File: config.mk
export PLATFORM = sky130hd
export DESIGN_NAME = secded_codec
export DESIGN_NICKNAME = d
export VERILOG_FILES = /design/src/rtl/secded_pkg.sv /design/src/rtl/secded_parity.sv /design/src/rtl/secded_locate.sv /design/src/rtl/secded_codec.sv
export SDC_FILE = /design/constraint.sdc
export NUM_CORES = 1
export LEC_CHECK = 0
export ABC_AREA = 1
export ABC_CLOCK_PERIOD_IN_PS = 3800
export CAP_MARGIN = 10
export CORE_AREA = 3 3 73 109
export DETAILED_ROUTE_END_ITERATION = 10
export DIE_AREA = 0 0 76 112
export PLACE_DENSITY_LB_ADDON = 0.15
export REMOVE_ABC_BUFFERS = 1
export SLEW_MARGIN = 20
export SYNTH_ARGS = -nofsm -noshare
export SYNTH_HDL_FRONTEND = slang
export SYNTH_SLANG_ARGS = --single-unit
File: constraint.sdc
create_clock -name vclk -period 3.8
set_clock_uncertainty 0.15 [all_clocks]
set_input_delay 0.38 -clock vclk [all_inputs]
set_output_delay 0.38 -clock vclk [all_outputs]
set_load 0.1 [all_outputs]
File: src/rtl/secded_pkg.sv
// Shared types for the SEC-DED codec.
// Assumes: nothing beyond IEEE 1800-2017.
package secded_pkg;

    // Classification of a stored word, as seen from its syndrome.
    typedef enum logic [1:0] {
        ERR_NONE      = 2'd0,
        ERR_DATA_BIT  = 2'd1,
        ERR_CHECK_BIT = 2'd2,
        ERR_UNCORR    = 2'd3
    } err_class_e;

endpackage

File: src/rtl/secded_parity.sv
// Parity tree: forms CHK_W check bits from a DATA_W data word.
// Each check bit is the XOR of the data bits selected by one row of the
// column table COLS, then inverted where INVERT has a one.
// Assumes: COLS packs column i in bits [i*CHK_W +: CHK_W].
module secded_parity #(
    parameter int                        DATA_W = 32,
    parameter int                        CHK_W  = 7,
    parameter logic [DATA_W*CHK_W-1:0]   COLS   = '0,
    parameter logic [CHK_W-1:0]          INVERT = '0
) (
    input  logic [DATA_W-1:0] data_i,
    output logic [CHK_W-1:0]  check_o
);

    // Gathers, for one row, the data bits that take part in it.
    function automatic logic [DATA_W-1:0] row_mask(input int row);
        logic [DATA_W-1:0] m;
        m = '0;
        for (int i = 0; i < DATA_W; i++) begin
            m[i] = COLS[i*CHK_W + row];
        end
        return m;
    endfunction

    // One XOR tree per check bit.
    for (genvar r = 0; r < CHK_W; r++) begin : g_row
        localparam logic [DATA_W-1:0] MASK = row_mask(r);
        assign check_o[r] = (^(data_i & MASK)) ^ INVERT[r];
    end

endmodule

File: src/rtl/secded_locate.sv
// Syndrome locator: matches the syndrome against every data column and
// classifies the stored word.
// Assumes: all columns in COLS are distinct, odd weight and not one-hot,
// so at most one flip bit can be set.
module secded_locate
    import secded_pkg::*;
#(
    parameter int                        DATA_W = 32,
    parameter int                        CHK_W  = 7,
    parameter logic [DATA_W*CHK_W-1:0]   COLS   = '0
) (
    input  logic [CHK_W-1:0]  syndrome_i,
    output logic [DATA_W-1:0] flip_o,
    output err_class_e        class_o
);

    // One comparator per data column.
    for (genvar i = 0; i < DATA_W; i++) begin : g_col
        localparam logic [CHK_W-1:0] COL = COLS[i*CHK_W +: CHK_W];
        assign flip_o[i] = (syndrome_i == COL);
    end

    // Sorts the syndrome into clean, data hit, check hit or uncorrectable.
    always_comb begin
        if (syndrome_i == '0) begin
            class_o = ERR_NONE;
        end else if (|flip_o) begin
            class_o = ERR_DATA_BIT;
        end else if ($onehot(syndrome_i)) begin
            class_o = ERR_CHECK_BIT;
        end else begin
            class_o = ERR_UNCORR;
        end
    end

endmodule

File: src/rtl/secded_codec.sv
// SEC-DED codec top: a generate path (data to check bits) and a check path
// (stored word to syndrome, corrected data and active-low flags).
// The column table is computed: the first NUM_LIGHT columns are the
// weight-3 CHK_W-bit values in ascending order, the rest are weight-5
// values in ascending order.
// Assumes: enough such values exist for DATA_W columns. CHK_INVERT is
// chosen so that the all-zero and all-one stored words are not codewords.
module secded_codec
    import secded_pkg::*;
#(
    parameter int               DATA_W     = 32,
    parameter int               CHK_W      = 7,
    parameter int               NUM_LIGHT  = 16,
    parameter logic [CHK_W-1:0] CHK_INVERT = 7'b0001100
) (
    input  logic [DATA_W-1:0] gen_data_i,
    output logic [CHK_W-1:0]  gen_check_o,
    input  logic [DATA_W-1:0] chk_data_i,
    input  logic [CHK_W-1:0]  chk_check_i,
    output logic [DATA_W-1:0] chk_data_o,
    output logic [CHK_W-1:0]  chk_syndrome_o,
    output logic              chk_err_n_o,
    output logic              chk_multi_n_o
);

    localparam int CODE_SPACE = 1 << CHK_W;

    // Builds the packed column table from the weight rule above.
    function automatic logic [DATA_W*CHK_W-1:0] build_cols();
        logic [DATA_W*CHK_W-1:0] cols;
        logic [CHK_W-1:0]        cand;
        int                      idx;
        cols = '0;
        idx  = 0;
        for (int v = 0; v < CODE_SPACE; v++) begin
            cand = CHK_W'(v);
            if (($countones(cand) == 3) && (idx < NUM_LIGHT) && (idx < DATA_W)) begin
                cols[idx*CHK_W +: CHK_W] = cand;
                idx++;
            end
        end
        for (int v = 0; v < CODE_SPACE; v++) begin
            cand = CHK_W'(v);
            if (($countones(cand) == 5) && (idx < DATA_W)) begin
                cols[idx*CHK_W +: CHK_W] = cand;
                idx++;
            end
        end
        return cols;
    endfunction

    localparam logic [DATA_W*CHK_W-1:0] COLS = build_cols();

    logic [CHK_W-1:0]  recomputed;
    logic [DATA_W-1:0] flip;
    err_class_e        err_class;

    secded_parity #(
        .DATA_W (DATA_W),
        .CHK_W  (CHK_W),
        .COLS   (COLS),
        .INVERT (CHK_INVERT)
    ) i_gen_parity (
        .data_i  (gen_data_i),
        .check_o (gen_check_o)
    );

    secded_parity #(
        .DATA_W (DATA_W),
        .CHK_W  (CHK_W),
        .COLS   (COLS),
        .INVERT (CHK_INVERT)
    ) i_chk_parity (
        .data_i  (chk_data_i),
        .check_o (recomputed)
    );

    // Syndrome: stored check bits against those recomputed from stored data.
    assign chk_syndrome_o = chk_check_i ^ recomputed;

    secded_locate #(
        .DATA_W (DATA_W),
        .CHK_W  (CHK_W),
        .COLS   (COLS)
    ) i_locate (
        .syndrome_i (chk_syndrome_o),
        .flip_o     (flip),
        .class_o    (err_class)
    );

    // Repair: invert the located data bit, nothing otherwise.
    assign chk_data_o = chk_data_i ^ flip;

    // Flags: any error drops err_n, an uncorrectable one also drops multi_n.
    always_comb begin
        chk_err_n_o   = (err_class == ERR_NONE);
        chk_multi_n_o = (err_class != ERR_UNCORR);
    end

endmodule

==> summary.txt <==
Drt
  • DRT Pass-1 Iters: 5
  • Final ANT Viol Nets: 0
  • Initial detailed-routing violation count: 342
  • Residual DRC: 0
  • Vias per inst: 5.585
  • Total routed wirelength: 19.14 mm
  • Drt wl/cell: 25.05 um
  • DR vias: 4267

GRT
  • Gr busiest metal: met2
  • Initial antenna violation count: 0
  • First-pass GRT wire length: 19.63 mm
  • Met3 Usage GRT: 2.346%
  • Grt met1 use: 26.27%
  • Vias in the first global route: 4030
  • Total GRT Usage: 28.53%
  • Global route overflow: 0
  • GR Layer Usage met2: 60.37%
  • Largest net degree at the start of global routing: 20

Worst hold path
  • Worst min-delay path category: input port to output pin
  • Worst hold stages: 3
  • HP Start: chk_data_i[15]
  • Hold worst-path end: chk_data_o[15]

Final layout
  • FILL cells: 170
  • CLK BUF: 0
  • Antenna diode count: 0
  • Layout Nets: 754
  • Most frequent cells in the layout: buf_4 (152), xnor2_1 (66), xor2_1 (58)
  • Storage cell area: 0 sq um
  • Share of layout cells above drive strength 1: 59.64%
  • Seq_cells: 0
  • Area grow syn2layout: 137.8%
  • Commonest non-fill, non-tap cell in the layout: buf_4
  • Final core utilization: 95.02%

STA
  • RSZ-0062 raised after global routing: true
  • Final period util: 136.8%
  • Worst Max-Slew Pin Slew: 529.7 ps
  • Setup ws final: -1399 ps
  • Final Hold Viols: 0
  • Fmax: 0.1924 GHz
  • Minimum clock period: 5199 ps
  • Finish-stage setup viols: 32
  • Max-slew headroom: 64.43%
  • Max Slew Vio Count: 0

Floorplanning
  • Core area: 7179 sq um
  • Die area: 8512 sq um
  • Std cell rows: 38
  • Die W: 76 um
  • Ports: 119
  • Die boundary height: 112 um
  • Initial Util: 39.96%

Critical path
  • Slowest library cell on the worst path: fa_1
  • Crit-path leading delay family: simple AND/OR/NAND/NOR gates
  • Crit start category: input port
  • Crit-path max FO: 3
  • CP cell instances: buf_8 -> inv_4 -> nand2_4 -> nand2_4 -> xor2_2 -> xor2_2 -> xor2_2 -> xor2_2 -> inv_2 -> ha_4 -> fa_1 -> inv_2 -> ha_4 -> fa_2 -> nor2_1 -> nor2_1 -> nand3_1 -> nand2_1 -> nor2_2 -> nand3_1 -> nor2_2 -> nand3_2 -> buf_12
  • Crit path buf inv count: 5
  • Critical path depth: 23
  • Required @ worst endpoint: 3270 ps
  • Worst Path Arrival: 4670 ps
  • Crit path largest cell delay: 540 ps
  • Crit path kind: input port to output pin
  • Crit. End Element: output pin
  • CP most frequent cell: xor2_2

Synth
  • Syn avg cell area: 7.319 sq um
  • Post-synthesis sequential area ratio: 0%
  • Synth Cell Area: 2869 sq um
  • Synth unique cells: 23
  • Cells after Synth: 392
  • Yosys Warn Count: 0

Placement
  • RePlAce Congestion: 0.9568
  • PortBufs: 119
  • HPWL after DPL: 9.103 mm

Job
  • Max-cap violations: 0

Outcome
  • Failing checks: negative setup slack
  • Outcome: finished, violations left

Clocking
  • Hold buffers post-CTS: 0
-- cell usage after synthesis --
library cell	instances	share of area (%)
or2_2	1	0.22
ha_1	15	6.5
o2111ai_1	4	1.2
inv_1	35	4.6
buf_8	1	0.52
fa_1	2	1.4
o211ai_2	1	0.44
nand3_2	1	0.35
xnor2_1	95	29
clkinv_1	1	0.13
nor2_2	1	0.22
buf_6	2	0.78
nand2_2	12	2.6
nand3_1	15	2.6
xnor2_2	3	1.7
xor2_1	107	33
nand2_4	3	1.2
xor2_2	1	0.57
buf_2	1	0.17
o211ai_1	9	2.4
nand2_1	53	6.9
inv_2	7	0.92
nor2_1	22	2.9
-- metal layers --
metal / vias to the layer above / wire length [um]
met3: 152 / 1647
met5: - / 0
met2: 410 / 9817
met4: 0 / 1991
met1: 2008 / 5685
li1: 1697 / -
-- logic make-up (layout without fill, tap and decap cells) --
group | after synthesis | after routing | share of synthesized area [%]
compound gates | 14 | 14 | 4.012
xor+xnor | 206 | 206 | 63.93
fa+ha+maj | 17 | 17 | 7.937
buf+inv | 47 | 319 | 7.108
simple gates | 108 | 108 | 17.01
-- worst max path at each step --
stage                        start       endpoint  slack, ps
floorplan           chk_data_i[22]  chk_multi_n_o      -2400
global placement    chk_data_i[26]  chk_multi_n_o      -1090
detailed placement  chk_data_i[26]  chk_multi_n_o      -1190
CTS                 chk_data_i[23]  chk_multi_n_o       -700
global route        chk_data_i[27]  chk_multi_n_o      -1500
finish              chk_data_i[27]  chk_multi_n_o      -1400
-- through the flow --
stage	cell area [sq um]	TNS, ps	hold slack, ps	setup WS, ps	instances
after global placement	5306	-7106	1471	-1087	713
after global routing	6822	-8443	1069	-1500	764
final	6822	-5762	1060	-1399	764
after detailed placement	5306	-8422	1486	-1188	713
after floorplan	2826	-57730	1065	-2398	388
after CTS	5927	-700.5	1096	-700.5	743
-- cell type report --
type	instances	area [sq um]	area share (%)
Inverter	43	171.4	2.513
Multi-Input combinational cell	345	3746	54.92
Tap cell	100	125.1	1.834
Timing Repair Buffer	276	2779	40.74
-- what timing repair did --
item | CTS | global route
pin swaps | 71 | 74
resized for setup | 187 | 154
setup endpoints to repair | 34 | 31
gates cloned | 0 | 0
buffers inserted | 36 | 23
endpoints found under the hold margin | 0 | 0
Power is not shown: default switching activity piles up to over one toggle a cycle in this logic, so the estimate is an artifact.
